--- src/rtl/ccd_sync_pkg.sv ---
package ccd_sync_pkg;

  // Registered video outputs, active-low strobes plus field flag
  typedef struct packed {
    logic hd_n;
    logic vd_n;
    logic sync_n;
    logic blk_n;
    logic fld;
  } vid_out_t;

  localparam vid_out_t VID_IDLE = '{hd_n: 1'b1, vd_n: 1'b1, sync_n: 1'b1,
                                    blk_n: 1'b1, fld: 1'b1};

endpackage

--- src/rtl/vsg_mck_div.sv ---
module vsg_mck_div (
  input  logic clk_i,
  input  logic rst_ni,
  output logic mck_en_o
);

  logic ph_q, ph_d;

  always_comb ph_d = ~ph_q;

  always_ff @(posedge clk_i or negedge rst_ni) begin
    if (!rst_ni) ph_q <= 1'b0;
    else         ph_q <= ph_d;
  end

  assign mck_en_o = ph_q;

  // master-clock enable alternates every clock
  a_r2_mck_alternate: assert property (@(posedge clk_i) disable iff (!rst_ni)
    mck_en_o |=> !mck_en_o);

endmodule

--- src/rtl/vsg_hcount.sv ---
module vsg_hcount #(
  parameter int H_TOTAL = 606,
  localparam int HW = $clog2(H_TOTAL)
) (
  input  logic          clk_i,
  input  logic          rst_ni,
  input  logic          mck_en_i,
  output logic [HW-1:0] hcnt_o,
  output logic          line_end_o,
  output logic          half_end_o
);

  localparam logic [HW-1:0] LAST     = HW'(H_TOTAL - 1);
  localparam logic [HW-1:0] MID_LAST = HW'(H_TOTAL / 2 - 1);

  logic [HW-1:0] hcnt_q, hcnt_d;

  always_comb begin
    hcnt_d = hcnt_q;
    if (mck_en_i) hcnt_d = (hcnt_q == LAST) ? '0 : hcnt_q + 1'b1;
  end

  always_ff @(posedge clk_i or negedge rst_ni) begin
    if (!rst_ni) hcnt_q <= '0;
    else         hcnt_q <= hcnt_d;
  end

  assign hcnt_o     = hcnt_q;
  assign line_end_o = mck_en_i && (hcnt_q == LAST);
  assign half_end_o = mck_en_i && ((hcnt_q == LAST) || (hcnt_q == MID_LAST));

  // position stays inside the line
  a_r2_hcnt_bound: assert property (@(posedge clk_i) disable iff (!rst_ni)
    hcnt_q <= LAST);
  // position moves only on master-clock edges
  a_r2_hcnt_hold: assert property (@(posedge clk_i) disable iff (!rst_ni)
    !mck_en_i |=> $stable(hcnt_q));

endmodule

--- src/rtl/vsg_vcount.sv ---
module vsg_vcount #(
  parameter int V_LINES_A = 525,
  parameter int V_LINES_B = 625,
  localparam int LW = $clog2(V_LINES_B),
  localparam int VW = LW + 1
) (
  input  logic          clk_i,
  input  logic          rst_ni,
  input  logic          line_end_i,
  input  logic          half_end_i,
  input  logic          std_b_i,
  input  logic          nonint_i,
  input  logic          long_i,
  input  logic          vrst_i,
  input  logic [LW-1:0] vrst_line_i,
  output logic [VW-1:0] hl_o,
  output logic          fld_o
);

  localparam logic [VW-1:0] LIM_IA  = VW'(V_LINES_A);
  localparam logic [VW-1:0] LIM_IB  = VW'(V_LINES_B);
  localparam logic [VW-1:0] LIM_NA0 = VW'(2 * ((V_LINES_A - 1) / 2));
  localparam logic [VW-1:0] LIM_NB0 = VW'(2 * ((V_LINES_B - 1) / 2));
  localparam logic [VW-1:0] TWO     = VW'(2);

  logic [VW-1:0] hl_q, hl_d, lim;
  logic          fld_q, fld_d;
  logic          pend_q, pend_d;
  logic [LW-1:0] line_q, line_d;
  logic          load, wrap;

  // Field length in half-lines for the selected standard and scan mode
  always_comb begin
    if (!nonint_i) lim = std_b_i ? LIM_IB : LIM_IA;
    else           lim = (std_b_i ? LIM_NB0 : LIM_NA0) + (long_i ? TWO : '0);
  end

  always_comb begin
    load   = line_end_i && pend_q;
    wrap   = half_end_i && (hl_q >= lim - 1'b1);
    hl_d   = hl_q;
    fld_d  = fld_q;
    if (load) begin
      hl_d  = {line_q, 1'b0};
      fld_d = 1'b1;
    end else if (wrap) begin
      hl_d  = '0;
      fld_d = nonint_i ? 1'b1 : ~fld_q;
    end else if (half_end_i) begin
      hl_d  = hl_q + 1'b1;
    end
    pend_d = vrst_i | (pend_q & ~line_end_i);
    line_d = vrst_i ? vrst_line_i : line_q;
  end

  always_ff @(posedge clk_i or negedge rst_ni) begin
    if (!rst_ni) begin
      hl_q   <= '0;
      fld_q  <= 1'b1;
      pend_q <= 1'b0;
      line_q <= '0;
    end else begin
      hl_q   <= hl_d;
      fld_q  <= fld_d;
      pend_q <= pend_d;
      line_q <= line_d;
    end
  end

  assign hl_o  = hl_q;
  assign fld_o = fld_q;

  // a pending request lands on the requested line in the odd field
  a_r10_load: assert property (@(posedge clk_i) disable iff (!rst_ni)
    (line_end_i && pend_q) |=> (hl_q == {$past(line_q), 1'b0}) && fld_q);
  // non-interlace never leaves the odd field once in it
  a_r9_ni_odd: assert property (@(posedge clk_i) disable iff (!rst_ni)
    (nonint_i && fld_q) |=> fld_q);
  // interlace field wrap flips the field flag
  a_r8_flip: assert property (@(posedge clk_i) disable iff (!rst_ni)
    (!nonint_i && half_end_i && !(line_end_i && pend_q) && (hl_q >= lim - 1'b1))
      |=> (fld_q != $past(fld_q)) && (hl_q == '0));

endmodule

--- src/rtl/vsg_decode.sv ---
module vsg_decode
  import ccd_sync_pkg::*;
#(
  parameter int H_TOTAL      = 606,
  parameter int H_SYNC       = 45,
  parameter int H_EQ         = 22,
  parameter int H_BLK_A      = 104,
  parameter int H_BLK_B      = 114,
  parameter int V_BLK_A      = 20,
  parameter int V_BLK_B      = 25,
  parameter int VSYNC_HALF_A = 18,
  parameter int VSYNC_HALF_B = 15,
  parameter int VW           = 11,
  localparam int HW = $clog2(H_TOTAL)
) (
  input  logic          clk_i,
  input  logic          rst_ni,
  input  logic [HW-1:0] hcnt_i,
  input  logic [VW-1:0] hl_i,
  input  logic          fld_i,
  input  logic          std_b_i,
  output vid_out_t      out_o
);

  localparam logic [HW-1:0] HALF = HW'(H_TOTAL / 2);
  localparam logic [HW-1:0] HS   = HW'(H_SYNC);
  localparam logic [HW-1:0] EQW  = HW'(H_EQ);
  localparam logic [HW-1:0] SERW = HW'(H_TOTAL / 2 - H_SYNC);
  localparam logic [HW-1:0] HBA  = HW'(H_BLK_A);
  localparam logic [HW-1:0] HBB  = HW'(H_BLK_B);
  localparam logic [VW-1:0] PA   = VW'(VSYNC_HALF_A / 3);
  localparam logic [VW-1:0] PB   = VW'(VSYNC_HALF_B / 3);
  localparam logic [VW-1:0] VBA  = VW'(2 * V_BLK_A);
  localparam logic [VW-1:0] VBB  = VW'(2 * V_BLK_B);

  logic [HW-1:0] hp, hblk;
  logic [VW-1:0] p1, p2, p3, vblk;
  logic          in_eq, in_ser;
  vid_out_t      nxt, out_q;

  always_comb begin
    hp     = (hcnt_i >= HALF) ? hcnt_i - HALF : hcnt_i;
    p1     = std_b_i ? PB : PA;
    p2     = p1 + p1;
    p3     = p2 + p1;
    hblk   = std_b_i ? HBB : HBA;
    vblk   = std_b_i ? VBB : VBA;
    in_ser = (hl_i >= p1) && (hl_i < p2);
    in_eq  = (hl_i < p1) || ((hl_i >= p2) && (hl_i < p3));
    nxt.hd_n = !(hcnt_i < HS);
    nxt.vd_n = !in_ser;
    if (in_eq)       nxt.sync_n = !(hp < EQW);
    else if (in_ser) nxt.sync_n = !(hp < SERW);
    else             nxt.sync_n = !(hcnt_i < HS);
    nxt.blk_n = !((hcnt_i < hblk) || (hl_i < vblk));
    nxt.fld   = fld_i;
  end

  always_ff @(posedge clk_i or negedge rst_ni) begin
    if (!rst_ni) out_q <= VID_IDLE;
    else         out_q <= nxt;
  end

  assign out_o = out_q;

  // horizontal drive lies inside horizontal blanking
  a_r3_hd_in_blank: assert property (@(posedge clk_i) disable iff (!rst_ni)
    !out_q.hd_n |-> !out_q.blk_n);
  // vertical drive lies inside vertical blanking
  a_r5_vd_in_blank: assert property (@(posedge clk_i) disable iff (!rst_ni)
    !out_q.vd_n |-> !out_q.blk_n);

endmodule

--- src/rtl/ccd_sync_gen.sv ---
module ccd_sync_gen
  import ccd_sync_pkg::*;
#(
  parameter int H_TOTAL      = 606,
  parameter int H_SYNC       = 45,
  parameter int H_EQ         = 22,
  parameter int H_BLK_A      = 104,
  parameter int H_BLK_B      = 114,
  parameter int V_LINES_A    = 525,
  parameter int V_LINES_B    = 625,
  parameter int V_BLK_A      = 20,
  parameter int V_BLK_B      = 25,
  parameter int VSYNC_HALF_A = 18,
  parameter int VSYNC_HALF_B = 15,
  localparam int HW = $clog2(H_TOTAL),
  localparam int LW = $clog2(V_LINES_B),
  localparam int VW = LW + 1
) (
  input  logic          clk_i,
  input  logic          rst_ni,
  input  logic          std_b_i,
  input  logic          nonint_i,
  input  logic          long_field_i,
  input  logic          vrst_i,
  input  logic [LW-1:0] vrst_line_i,
  output logic          hd_no,
  output logic          vd_no,
  output logic          sync_no,
  output logic          blk_no,
  output logic          fld_o
);

  logic          rst_s1, rst_s2;
  logic          mck_en, line_end, half_end, fld;
  logic [HW-1:0] hcnt;
  logic [VW-1:0] hl;
  vid_out_t      vo;

  // Reset asserts at once, releases after two clock edges
  always_ff @(posedge clk_i or negedge rst_ni) begin
    if (!rst_ni) begin
      rst_s1 <= 1'b0;
      rst_s2 <= 1'b0;
    end else begin
      rst_s1 <= 1'b1;
      rst_s2 <= rst_s1;
    end
  end

  vsg_mck_div u_div (
    .clk_i    (clk_i),
    .rst_ni   (rst_s2),
    .mck_en_o (mck_en)
  );

  vsg_hcount #(.H_TOTAL(H_TOTAL)) u_hcnt (
    .clk_i      (clk_i),
    .rst_ni     (rst_s2),
    .mck_en_i   (mck_en),
    .hcnt_o     (hcnt),
    .line_end_o (line_end),
    .half_end_o (half_end)
  );

  vsg_vcount #(.V_LINES_A(V_LINES_A), .V_LINES_B(V_LINES_B)) u_vcnt (
    .clk_i       (clk_i),
    .rst_ni      (rst_s2),
    .line_end_i  (line_end),
    .half_end_i  (half_end),
    .std_b_i     (std_b_i),
    .nonint_i    (nonint_i),
    .long_i      (long_field_i),
    .vrst_i      (vrst_i),
    .vrst_line_i (vrst_line_i),
    .hl_o        (hl),
    .fld_o       (fld)
  );

  vsg_decode #(
    .H_TOTAL(H_TOTAL), .H_SYNC(H_SYNC), .H_EQ(H_EQ),
    .H_BLK_A(H_BLK_A), .H_BLK_B(H_BLK_B),
    .V_BLK_A(V_BLK_A), .V_BLK_B(V_BLK_B),
    .VSYNC_HALF_A(VSYNC_HALF_A), .VSYNC_HALF_B(VSYNC_HALF_B), .VW(VW)
  ) u_dec (
    .clk_i   (clk_i),
    .rst_ni  (rst_s2),
    .hcnt_i  (hcnt),
    .hl_i    (hl),
    .fld_i   (fld),
    .std_b_i (std_b_i),
    .out_o   (vo)
  );

  assign hd_no   = vo.hd_n;
  assign vd_no   = vo.vd_n;
  assign sync_no = vo.sync_n;
  assign blk_no  = vo.blk_n;
  assign fld_o   = vo.fld;

  // outputs stay idle while the internal reset is held
  a_r1_idle_in_reset: assert property (@(posedge clk_i)
    (rst_ni && !rst_s1) |=> (hd_no && vd_no && sync_no && blk_no && fld_o));

endmodule

--- config.mk ---
export PLATFORM = sky130hd
export DESIGN_NAME = ccd_sync_gen
export DESIGN_NICKNAME = d
export VERILOG_FILES = /design/src/rtl/ccd_sync_pkg.sv /design/src/rtl/vsg_mck_div.sv /design/src/rtl/vsg_hcount.sv /design/src/rtl/vsg_vcount.sv /design/src/rtl/vsg_decode.sv /design/src/rtl/ccd_sync_gen.sv
export SDC_FILE = /design/constraint.sdc
export NUM_CORES = 1
export LEC_CHECK = 0
export CORE_MARGIN = 2
export CORE_UTILIZATION = 60
export DETAILED_ROUTE_END_ITERATION = 10
export DONT_BUFFER_PORTS = 1
export HOLD_SLACK_MARGIN = 0.15
export PLACE_DENSITY = 0.76
export REMOVE_ABC_BUFFERS = 1
export SYNTH_ARGS = -nofsm -noshare
export SYNTH_HDL_FRONTEND = slang
export SYNTH_HIERARCHICAL = 1
export SYNTH_SLANG_ARGS = --single-unit
--- constraint.sdc ---
create_clock -name clk_i -period 1.6 [get_ports clk_i]
set_input_delay 0.24 -clock clk_i [delete_from_list [all_inputs] [get_ports clk_i]]
set_output_delay 0.24 -clock clk_i [all_outputs]
set_load 0.1 [all_outputs]
==> flow_metrics.tcl <==
set metrics [dict create \
    synth_top_area_frac 0.291 \
    area_delta_synth_final_pct 34.5 \
    critPathKind "reg -> reg" \
    antenna_found_initial 0 \
    multi_input_area_um2 2030 \
    status "finished with violations" \
    total_power_uw 2280 \
    h-tree-depth 2 \
    wire_per_inst_um 20.2 \
    p_leak_uw 0.00172 \
    hp-class "in -> reg" \
    diodes 0 \
    skew_ns 0.00803 \
    cts.sinks 41 \
    hpwl_um 5330 \
    cp-end-kind "register" \
    holdCritStartpoint "nonint_i" \
    via_per_inst 6.67 \
    ir_drop_mv 0.520 \
    netlist_area_um2 3010 \
    drtIter0Drc 389 \
    ys_types 73 \
    p_per_area_nw_per_um2 562 \
    hold_violations 0 \
    start_util 0.630 \
    cp.required_ns 1.83 \
    fin_util 0.847 \
    max_freq_mhz 444 \
    synth_top_area_cell "dfrtp_1" \
    r2r_setup_slack_ns -0.65 \
    synth.avg_cell_area_um2 9.51 \
    yosys_most_used_dff "dfrtp_1" \
    dieArea_um2 5610 \
    setup_viol 14 \
    num_vias 3094 \
    grt_usage 0.336 \
    rows 25 \
    yosysSeqAreaShare 0.343 \
    maxCapViolations 0 \
    drive_gt1_frac 0.378 \
    drt-total-wl_um 9350 \
    gp_congestion 0.802 \
    post-route-drc-count 0 \
    violations "negative setup slack" \
    nets 440 \
    ioPinCount 21 \
    slew_violations 0 \
    min_to "u_vcnt/fld_o$_DFFE_PN1P_" \
    die_w_um 74.9 \
    register_area_um2 1030 \
    worstReg2RegEnd "u_vcnt/hl_o[5]$_DFFE_PN0P_" \
    synth.top_cells.by_area "dfrtp_1 29%, ha_1 12%, dfstp_2 5.2%, mux2_2 4.1%, inv_1 2.7%" \
    period_needed_ns 2.25 \
    clock_path_buffers 2 \
    fin_crit_sh 1.41 \
    drt_pass1_iterations 5 \
    ys_ff_latch 41 \
    relSlewSlack 0.647 \
    grt_pass1_wl_um 14100 \
    cts_root_buf "clkbuf_8" \
    grt_pass1_vias 2895 \
    rsz0062_at_grt "yes" \
    die_h_um 74.9 \
    coreArea_um2 4790 \
    drtAntennaViolNets 0 \
    nFillCells 261 \
    arrival_ns 2.49 \
    rr_startpoint "u_hcnt/hcnt_o[0]$_DFFE_PN0P_" \
    gr-total-overflow 0 \
    io_buffers 0 \
    crit_fanout 6 \
    grt_max_degree 27 \
    fin_ws_ns -0.651 \
    synth-edff-count 0 \
    holdPathStages 2 \
    worst-r2r-cell-count 9 \
    max_slew.worst_pin.slew_ns 0.527 \
    yosysWarnings 6 \
    clock_latency_ns 0.30 \
    cts_made_buffers 5 \
    cts_tree "built" \
    synthArstFlopShare 1.00 \
    clk_pin_slew_worst_paths_ns 0.09 \
    synthCells 317 \
    cp-start-kind "register" \
]
[registers in the layout, summed over array words and instances (netlist names)]
signal,count
u_vcnt/hl_o,11
u_hcnt/hcnt_o,10
u_vcnt/line_q,10
u_dec/out_o,5
rst_s1,1
rst_s2,1
u_div/mck_en_o,1
u_vcnt/fld_o,1
u_vcnt/pend_q,1
[synthesized netlist by cell type, types with 5 or more instances]
library cell	n
a21oi_1	15
a22oi_1	6
a31oi_1	10
and2_1	5
buf_2	6
dfrtp_1	35
dfstp_2	6
ha_1	28
inv_1	22
mux2_2	11
nand2_1	22
nand2b_1	6
nand3_1	16
nand4b_1	5
nor2_1	7
o21ai_0	9
o21ai_1	6
[critical path: stages (launching register included)]
cell	delay (ns)
dfrtp_1	0.40
inv_1	0.07
ha_1	0.15
nand4b_1	0.11
or4_4	0.45
a21oi_4	0.25
nor2_4	0.09
or3_1	0.36
a21oi_2	0.16
a221o_1	0.16
[metrics by stage]
stage / TNS (ns) / cells / area (um^2) / worst slack [ns] / hold WS, ns
after global routing: -7.82 / 464 / 4050 / -0.675 / 0.172
final: -6.96 / 464 / 4050 / -0.651 / 0.160
after global placement: -7.27 / 432 / 3480 / -0.658 / -0.0555
after CTS: -6.25 / 462 / 3950 / -0.546 / 0.150
after floorplan: -11.05 / 304 / 2940 / -1.11 / -0.0556
after detailed placement: -8.01 / 432 / 3480 / -0.762 / -0.0555
[metal layers]
metal,track usage,wire length [um],vias to the layer above
li1,-,-,1359
met1,0.443,3780,1484
met2,0.558,4530,200
met3,0.0509,733,51
met4,0.131,318,0
met5,0,0,-
[logic make-up after synthesis]
family	synth area share
compound gates	0.216
xor+xnor	0.0145
fa+ha+maj	0.116
buf+inv	0.0511
flops	0.343
mux	0.0411
other cells	0.00124
simple gates	0.217
[placed cells by master (no fill, tap or decap), types with 3 or more instances in the layout]
cell type / Yosys / final
o21ai_1: 6 / 8
nor4_2: 2 / 3
o31a_1: 3 / 3
o21bai_1: 4 / 4
and2_1: 5 / 4
nor2_1: 7 / 6
a31o_2: 1 / 3
nor2b_1: 3 / 3
mux2_2: 11 / 11
ha_1: 28 / 24
buf_4: 0 / 62
dlygate4sd3_1: 0 / 12
nand2_1: 22 / 19
or3_1: 3 / 3
a22oi_2: 0 / 3
dfrtp_1: 35 / 35
nand3_1: 16 / 14
a21oi_2: 0 / 4
nand2b_1: 6 / 5
buf_6: 2 / 9
nand4_1: 4 / 4
dfstp_2: 6 / 6
and4_1: 4 / 4
nand2_2: 1 / 3
a22oi_1: 6 / 3
a21oi_1: 15 / 10
or4_4: 2 / 5
nand4b_1: 5 / 5
nor3_1: 4 / 3
xor2_1: 3 / 3
inv_1: 22 / 22
ha_4: 0 / 3
o21ai_0: 9 / 6
a221o_1: 3 / 3
clkbuf_8: 0 / 5
o211ai_1: 4 / 4
a31oi_1: 10 / 9
[worst max-delay path by stage]
stage	to	startpoint	slack [ns]
after floorplan	u_vcnt/hl_o[5]$_DFFE_PN0P_	u_hcnt/hcnt_o[5]$_DFFE_PN0P_	-1.11
after global placement	u_vcnt/hl_o[7]$_DFFE_PN0P_	long_field_i	-0.66
after detailed placement	u_vcnt/hl_o[7]$_DFFE_PN0P_	long_field_i	-0.76
after CTS	u_vcnt/hl_o[2]$_DFFE_PN0P_	u_hcnt/hcnt_o[7]$_DFFE_PN0P_	-0.55
after global routing	u_vcnt/hl_o[9]$_DFFE_PN0P_	u_hcnt/hcnt_o[7]$_DFFE_PN0P_	-0.67
final	u_vcnt/hl_o[5]$_DFFE_PN0P_	u_hcnt/hcnt_o[0]$_DFFE_PN0P_	-0.65
[power by group]
group	switching, uW	total (uW)	internal (uW)
logic	77.8	160	82.7
registers	23.4	1090	1060
clock network	400	1030	628
[layout make-up]
class	instances	share of cell area
multi-input cells	243	0.500
flip-flops and latches	41	0.255
repair buffers	83	0.169
well taps	67	0.0207
inverters	22	0.0204
clock buffers	5	0.0170
clock inverters	3	0.0170
[timing repair]
| item | 4_1_cts | 5_1_grt |
|---|---|---|
| resized for setup | 32 | 20 |
| setup endpoints to repair | 15 | 19 |
| pin swaps | 10 | 12 |
| cloned | 2 | 0 |
| hold buffers | 12 | 0 |
| endpoints found under the hold margin | 13 | 0 |
| buffers inserted | 8 | 3 |
(Power assumes the default switching activity.)
